==> config.mk <==
export PLATFORM = sky130hd
export DESIGN_NAME = wps_guard
export DESIGN_NICKNAME = d
export VERILOG_FILES = /design/src/rtl/wps_pkg.sv /design/src/rtl/wps_step_decode.sv /design/src/rtl/wps_prot_keep.sv /design/src/rtl/wps_seq_ctrl.sv /design/src/rtl/wps_guard.sv
export SDC_FILE = /design/constraint.sdc
export NUM_CORES = 1
export LEC_CHECK = 0
export BUFFER_PORTS_ARGS = -buffer_cell sky130_fd_sc_hd__buf_2
export CORE_MARGIN = 5
export CORE_UTILIZATION = 40
export DETAILED_ROUTE_END_ITERATION = 8
export PLACE_DENSITY_LB_ADDON = 0.1
export REMOVE_ABC_BUFFERS = 1
export SLEW_MARGIN = 20
export SYNTH_ARGS = -nofsm -noshare
export SYNTH_HDL_FRONTEND = slang
export SYNTH_SLANG_ARGS = --single-unit
==> constraint.sdc <==
create_clock -name clk -period 2.75 [get_ports clk]
set_input_delay 0.55 -clock clk [delete_from_list [all_inputs] [get_ports clk]]
set_output_delay 0.55 -clock clk [all_outputs]
set_load 0.05 [all_outputs]
==> src/rtl/wps_pkg.sv <==
package wps_pkg;

  localparam int KEY_AW = 15;
  localparam int DATA_W = 8;
  localparam int N_STEP = 5;

  // Index of each command step in the hit vector
  localparam int K_AA_LO = 0;
  localparam int K_55_HI = 1;
  localparam int K_A0_LO = 2;
  localparam int K_80_LO = 3;
  localparam int K_20_LO = 4;

  typedef enum logic [2:0] {
    SQ_IDLE  = 3'd0,
    SQ_U1    = 3'd1,
    SQ_U2    = 3'd2,
    SQ_D3    = 3'd3,
    SQ_D4    = 3'd4,
    SQ_D5    = 3'd5,
    SQ_WIN   = 3'd6,
    SQ_DWAIT = 3'd7
  } seq_state_e;

  function automatic logic [KEY_AW-1:0] key_addr(int idx);
    return (idx == K_55_HI) ? 15'h2AAA : 15'h5555;
  endfunction

  function automatic logic [DATA_W-1:0] key_data(int idx);
    case (idx)
      K_AA_LO: return 8'hAA;
      K_55_HI: return 8'h55;
      K_A0_LO: return 8'hA0;
      K_80_LO: return 8'h80;
      default: return 8'h20;
    endcase
  endfunction

endpackage

==> src/rtl/wps_step_decode.sv <==
module wps_step_decode
  import wps_pkg::*;
(
  input  logic [KEY_AW-1:0] key_addr_in,
  input  logic [DATA_W-1:0] key_data_in,
  output logic [N_STEP-1:0] hits
);

  // One comparator per command step
  for (genvar g = 0; g < N_STEP; g++) begin : g_step
    assign hits[g] = (key_addr_in == key_addr(g)) && (key_data_in == key_data(g));
  end

endmodule

==> src/rtl/wps_prot_keep.sv <==
module wps_prot_keep #(
  parameter logic PROT_INIT = 1'b0,
  parameter int   TWC_CYC   = 64
) (
  input  logic clk,
  input  logic rst_n,
  input  logic set_req,
  input  logic arm_clr,
  output logic prot_q,
  output logic clearing,
  output logic clr_fire
);

  localparam int            CW   = $clog2(TWC_CYC + 1);
  localparam logic [CW-1:0] LOAD = CW'(TWC_CYC - 1);

  logic          busy_q, busy_d, busy_en;
  logic [CW-1:0] cnt_q, cnt_d;
  logic          prot_d, prot_en;

  assign clearing = busy_q;
  assign clr_fire = busy_q && (cnt_q == '0);

  always_comb begin
    busy_d  = busy_q;
    cnt_d   = cnt_q;
    busy_en = 1'b0;
    if (arm_clr) begin
      busy_d  = 1'b1;
      cnt_d   = LOAD;
      busy_en = 1'b1;
    end else if (busy_q) begin
      busy_en = 1'b1;
      if (cnt_q == '0) busy_d = 1'b0;
      else             cnt_d  = cnt_q - 1'b1;
    end
  end

  always_comb begin
    prot_d  = prot_q;
    prot_en = 1'b0;
    if (clr_fire) begin
      prot_d  = 1'b0;
      prot_en = 1'b1;
    end else if (set_req) begin
      prot_d  = 1'b1;
      prot_en = 1'b1;
    end
  end

  always_ff @(posedge clk or negedge rst_n) begin
    if (!rst_n) begin
      busy_q <= 1'b0;
      cnt_q  <= '0;
    end else if (busy_en) begin
      busy_q <= busy_d;
      cnt_q  <= cnt_d;
    end
  end

  always_ff @(posedge clk or negedge rst_n) begin
    if (!rst_n)       prot_q <= PROT_INIT;
    else if (prot_en) prot_q <= prot_d;
  end

  // A new release wait never starts while one is running
  assert_no_rearm_R6: assert property (@(posedge clk) disable iff (!rst_n)
    busy_q |-> !arm_clr);

endmodule

==> src/rtl/wps_seq_ctrl.sv <==
module wps_seq_ctrl
  import wps_pkg::*;
(
  input  logic              clk,
  input  logic              rst_n,
  input  logic              wr_pulse,
  input  logic [N_STEP-1:0] hits,
  input  logic              prog_done,
  input  logic              prot_q,
  input  logic              clr_fire,
  output seq_state_e        state_q,
  output logic              adv,
  output logic              set_prot,
  output logic              arm_clr,
  output logic              fwd
);

  seq_state_e state_d;
  logic       state_en;

  always_comb begin
    state_d  = state_q;
    adv      = 1'b0;
    set_prot = 1'b0;
    arm_clr  = 1'b0;
    fwd      = 1'b0;
    unique case (state_q)
      SQ_IDLE: if (wr_pulse) begin
        if (hits[K_AA_LO]) begin state_d = SQ_U1; adv = 1'b1; end
        else fwd = !prot_q;
      end
      SQ_U1: if (wr_pulse) begin
        if (hits[K_55_HI]) begin state_d = SQ_U2; adv = 1'b1; end
        else begin state_d = SQ_IDLE; fwd = !prot_q; end
      end
      SQ_U2: if (wr_pulse) begin
        if (hits[K_A0_LO]) begin
          state_d = SQ_WIN; adv = 1'b1; set_prot = 1'b1;
        end else if (hits[K_80_LO]) begin
          state_d = SQ_D3; adv = 1'b1;
        end else begin
          state_d = SQ_IDLE; fwd = !prot_q;
        end
      end
      SQ_D3: if (wr_pulse) begin
        if (hits[K_AA_LO]) begin state_d = SQ_D4; adv = 1'b1; end
        else begin state_d = SQ_IDLE; fwd = !prot_q; end
      end
      SQ_D4: if (wr_pulse) begin
        if (hits[K_55_HI]) begin state_d = SQ_D5; adv = 1'b1; end
        else begin state_d = SQ_IDLE; fwd = !prot_q; end
      end
      SQ_D5: if (wr_pulse) begin
        if (hits[K_20_LO]) begin
          state_d = SQ_DWAIT; adv = 1'b1; arm_clr = 1'b1;
        end else begin
          state_d = SQ_IDLE; fwd = !prot_q;
        end
      end
      SQ_WIN: begin
        fwd = wr_pulse;
        if (prog_done) state_d = SQ_IDLE;
      end
      SQ_DWAIT: if (clr_fire) state_d = SQ_IDLE;
      default: state_d = SQ_IDLE;
    endcase
  end

  assign state_en = (state_d != state_q);

  always_ff @(posedge clk or negedge rst_n) begin
    if (!rst_n)        state_q <= SQ_IDLE;
    else if (state_en) state_q <= state_d;
  end

  // The arming write always leaves protection set once the window opens
  assert_win_protected_R3: assert property (@(posedge clk) disable iff (!rst_n)
    (state_q == SQ_WIN) && $past(state_q == SQ_U2) |-> prot_q);

endmodule

==> src/rtl/wps_guard.sv <==
module wps_guard
  import wps_pkg::*;
#(
  parameter int   ADDR_W    = 16,
  parameter logic PROT_INIT = 1'b0,
  parameter int   TWC_CYC   = 64
) (
  input  logic              clk,
  input  logic              rst_n,
  input  logic              wr_pulse,
  input  logic [ADDR_W-1:0] wr_addr,
  input  logic [7:0]        wr_data,
  input  logic              prog_done,
  output logic              wr_allow,
  output logic              prot_on
);

  logic [N_STEP-1:0] hits;
  seq_state_e        seq_state;
  logic              adv, set_prot, arm_clr, fwd;
  logic              clearing, clr_fire;
  logic              unused_hi;

  assign unused_hi = ^wr_addr[ADDR_W-1:KEY_AW];

  wps_step_decode u_decode (
    .key_addr_in (wr_addr[KEY_AW-1:0]),
    .key_data_in (wr_data),
    .hits        (hits)
  );

  wps_seq_ctrl u_ctrl (
    .clk       (clk),
    .rst_n     (rst_n),
    .wr_pulse  (wr_pulse),
    .hits      (hits),
    .prog_done (prog_done),
    .prot_q    (prot_on),
    .clr_fire  (clr_fire),
    .state_q   (seq_state),
    .adv       (adv),
    .set_prot  (set_prot),
    .arm_clr   (arm_clr),
    .fwd       (fwd)
  );

  wps_prot_keep #(
    .PROT_INIT (PROT_INIT),
    .TWC_CYC   (TWC_CYC)
  ) u_prot (
    .clk      (clk),
    .rst_n    (rst_n),
    .set_req  (set_prot),
    .arm_clr  (arm_clr),
    .prot_q   (prot_on),
    .clearing (clearing),
    .clr_fire (clr_fire)
  );

  assign wr_allow = fwd;

  assert_allow_needs_pulse_R2: assert property (@(posedge clk) disable iff (!rst_n)
    wr_allow |-> wr_pulse);

  assert_cmd_held_R3: assert property (@(posedge clk) disable iff (!rst_n)
    adv |-> !wr_allow);

  assert_rise_on_arm_R3: assert property (@(posedge clk) disable iff (!rst_n)
    $rose(prot_on) |-> $past(wr_pulse && (wr_data == 8'hA0)));

  assert_guard_blocks_R5: assert property (@(posedge clk) disable iff (!rst_n)
    prot_on && (seq_state != SQ_WIN) |-> !wr_allow);

  assert_drop_after_wait_R6: assert property (@(posedge clk) disable iff (!rst_n)
    $fell(prot_on) |-> $past(seq_state == SQ_DWAIT));

  assert_wait_blocks_R6: assert property (@(posedge clk) disable iff (!rst_n)
    clearing |-> !wr_allow);

endmodule

==> metrics.md <==
| Metric | Value |
|---|---|
| Global-route wire length before repair | 4.50 mm |
| Crit-path cells | buf_2 > nor4b_1 > nand2b_1 > nor3_2 > o32a_1 > a221oi_1 > buf_4 |
| Period Utilization, post-route | 0.970 |
| Most frequent cells in the layout | buf_2 (25), nand2_1 (19), buf_4 (13) |
| Ratio of cells with drive above 1 in the final layout | 0.301 |
| Routed via count | 1080 |
| Post-synthesis cell count | 127 |
| Main flop type after synthesis | dfrtp_1 |
| DRT Pass-1 Iters | 4 |
| Count of final setup violators | 0 |
| Slowest stage cell, crit path | nor4b_1 |
| RSZ-0062 raised after global routing | no |
| Synth area leader | dfrtp_1 |
| Slew Limit Fails | 0 |
| DR WL/cell | 14.1 um |
| CTS tree | built |
| Post-DP HPWL | 2.07 mm |
| Post-CTS Hold Buffers | 0 |
| Final nets | 198 |
| Chip Height | 60.2 um |
| CP Buf/Inv Count | 2 |
| M1 GR Usage | 0.212 |
| Syn-to-layout area delta | 31.1% |
| Final Hold Fails | 0 |
| Global Route Usage Sum | 0.163 |
| DIE WIDTH | 60.2 um |
| R2R cell count | 7 |
| Clk_lat worst skew | 0.27 ns |
| Crit path required time | 2.20 ns |
| Largest delay share family, worst path | simple AND/OR/NAND/NOR gates |
| Pwr dens | 256 nW/um^2 |
| Fmax achieved | 0.375 GHz |
| Hold slack final | 0.149 ns |
| Top-level port count | 30 |
| Synth Register Bits | 12 |
| Initial Utilization | 0.411 |
| R2R Path Start | u_prot.cnt_q[0]$_DFFE_PN0P_ |
| Mean Syn Cell Area | 7.94 sq um |
| Gpl congestion | 0.836 |
| Mapped Area | 1010 sq um |
| Worst Hold Class | in2async |
| Min Tclk post-route | 2.67 ns |
| CTS sink cnt | 12 |
| GR Util met3 | 0.0518 |
| Leak | 0.000538 uW |
| Worst-path clk slew | 0.07 ns |
| Vias/cell | 5.51 |
| Crit path largest cell delay | 0.45 ns |
| Largest net degree at the start of global routing | 15 |
| Fin util | 0.539 |
| Commonest non-fill, non-tap cell in the layout | buf_2 |
| Total Wirelength | 2.77 mm |
| Rows | 18 |
| CP Max Fanout | 5 |
| Longest Clk Path Bufs | 2 |
| Post-synthesis sequential area ratio | 0.298 |
| CTS root buf | clkbuf_4 |
| Initial antenna violation count | 0 |
| Die Area | 3630 sq um |
| Yosys warns | 0 |
| Post-route ant nets | 0 |
| 1st-iter DRT viols | 21 |
| Relative slew margins | 0.535 |
| Max cap viols | 0 |
| Met2 Track Usage GR | 0.275 |
| Synth top area share | 0.298 |
| Vias in the first global route | 1062 |
| Outcome | complete, no violations |
| Crit. End Element | primary output |
| Worst Setup Start Kind | input pin |
| Least-Margin Pin Slew | 0.694 ns |
| IR drop worst, VDD | 315 uV |
| GR Overflow Total | 0 |
| FF-to-FF End | u_prot.cnt_q[6]$_DFFE_PN0P_ |
| Critical path class | in2out |
| Placeable Area | 2450 sq um |
| Final setup skew | 0.000720 ns |
| Fill count | 250 |
| Crit path DAT | 2.12 ns |
| Synth cell types | 37 |
| PortBufs | 28 |
| Ant. Diodes | 0 |
| Number of synthesized flops with an enable pin | 0 |
| CTS Buf Count | 3 |
| Number of H-tree levels | 1 |
| # DRC | 0 |
| Busiest layer in global routing | met2 |
| Async SR Flop Fraction | 1.00 |
| Top cells by area, synth | dfrtp_1 (30%), nand2_1 (7.1%), nor4bb_1 (5.0%) |
| R2R setup slack | 0.83 ns |
-- how the worst max path moves through the flow --
stage | startpoint | endpoint | slack [ns] | cells after the start
after global routing | wr_data[4] | wr_allow | 0.004 | 7
final | wr_data[0] | wr_allow | 0.08 | 7
after floorplan | wr_addr[4] | wr_allow | -0.32 | 5
after detailed placement | wr_addr[7] | wr_allow | -0.02 | 7
after CTS | wr_addr[7] | wr_allow | 0.04 | 7
after global placement | wr_addr[7] | wr_allow | 0.006 | 7
-- registers in the layout (all words and copies together), names as in the netlist --
signal and cells:
u_prot.cnt_q 7, u_ctrl.state_q 3, u_prot.prot_q 1, u_prot.clearing 1
-- per-stage QoR --
| stage | setup slack [ns] | TNS, ns | cell area [sq um] | instances | power [uW] |
|---|---|---|---|---|---|
| 3_3_place_gp | 0.00642 | 0 | 1200 | 185 | 231 |
| 3_5_place_dp | -0.0184 | -0.0184 | 1200 | 185 | 233 |
| 6_report | 0.0831 | 0 | 1320 | 196 | 339 |
| 2_1_floorplan | -0.316 | -0.316 | 993 | 123 | 198 |
| 5_1_grt | 0.00389 | 0 | 1320 | 196 | 357 |
| 4_1_cts | 0.0365 | 0 | 1290 | 197 | 337 |
-- where the power goes --
group | internal [uW] | switching, uW
logic | 27.9 | 30.2
clock network | 50.7 | 53.8
registers | 176 | 0.0000147
total | 255 | 84.0
-- kinds of logic (layout without fill, tap and decap cells) --
family                     after synthesis  in the layout  synth area share
muxes                                    1              1           0.00993
AOI/OAI and AO/OA                       15             15            0.0980
DFF                                     12             12             0.298
xor gates and xnor gates                 7              7            0.0608
buffers and inverters                    9             48            0.0335
and+or+nand+nor                         81             81             0.475
adders and majority gates                2              2            0.0248
-- Yosys cell counts (4+ instances only) --
cell	count
nor4bb_1	5
xor2_1	5
nand3_1	6
o21ai_0	5
nor2_1	7
or3_1	4
nand4_1	5
nand2b_1	4
dfrtp_1	12
nor3_1	9
inv_1	5
nor4b_1	4
nand2_1	19
-- final cells by class --
cell class                      count  area [sq um]  area share
Sequential cell                    12           300       0.227
Timing Repair Buffer               40           245       0.185
Multi-Input combinational cell    106           698       0.528
Clock buffer                        3          22.5      0.0170
Tap cell                           30          37.5      0.0284
Inverter                            5          18.8      0.0142
-- worst register-to-register path, stage by stage, from the launching register on --
cell and delay (ns):
dfrtp_1 0.40, inv_1 0.08, ha_1 0.18, nor2b_1 0.13
a31oi_1 0.51, nand4_1 0.20, xnor2_1 0.15, and2_1 0.15
-- routing by layer --
metal | routed length [um] | vias to the layer above | share of wire
met5 | 0 | - | 0
met4 | 6 | 0 | 0.0022
met3 | 188 | 2 | 0.068
met2 | 1340 | 39 | 0.49
met1 | 1230 | 481 | 0.44
li1 | - | 558 | -
-- repair_timing --
| action | CTS | global route |
|---|---|---|
| pin swaps | 2 | 4 |
| resized for setup | 1 | 6 |
| setup buffers | 9 | 0 |
| setup endpoints to repair | 1 | 2 |
(Power assumes the default switching activity.)
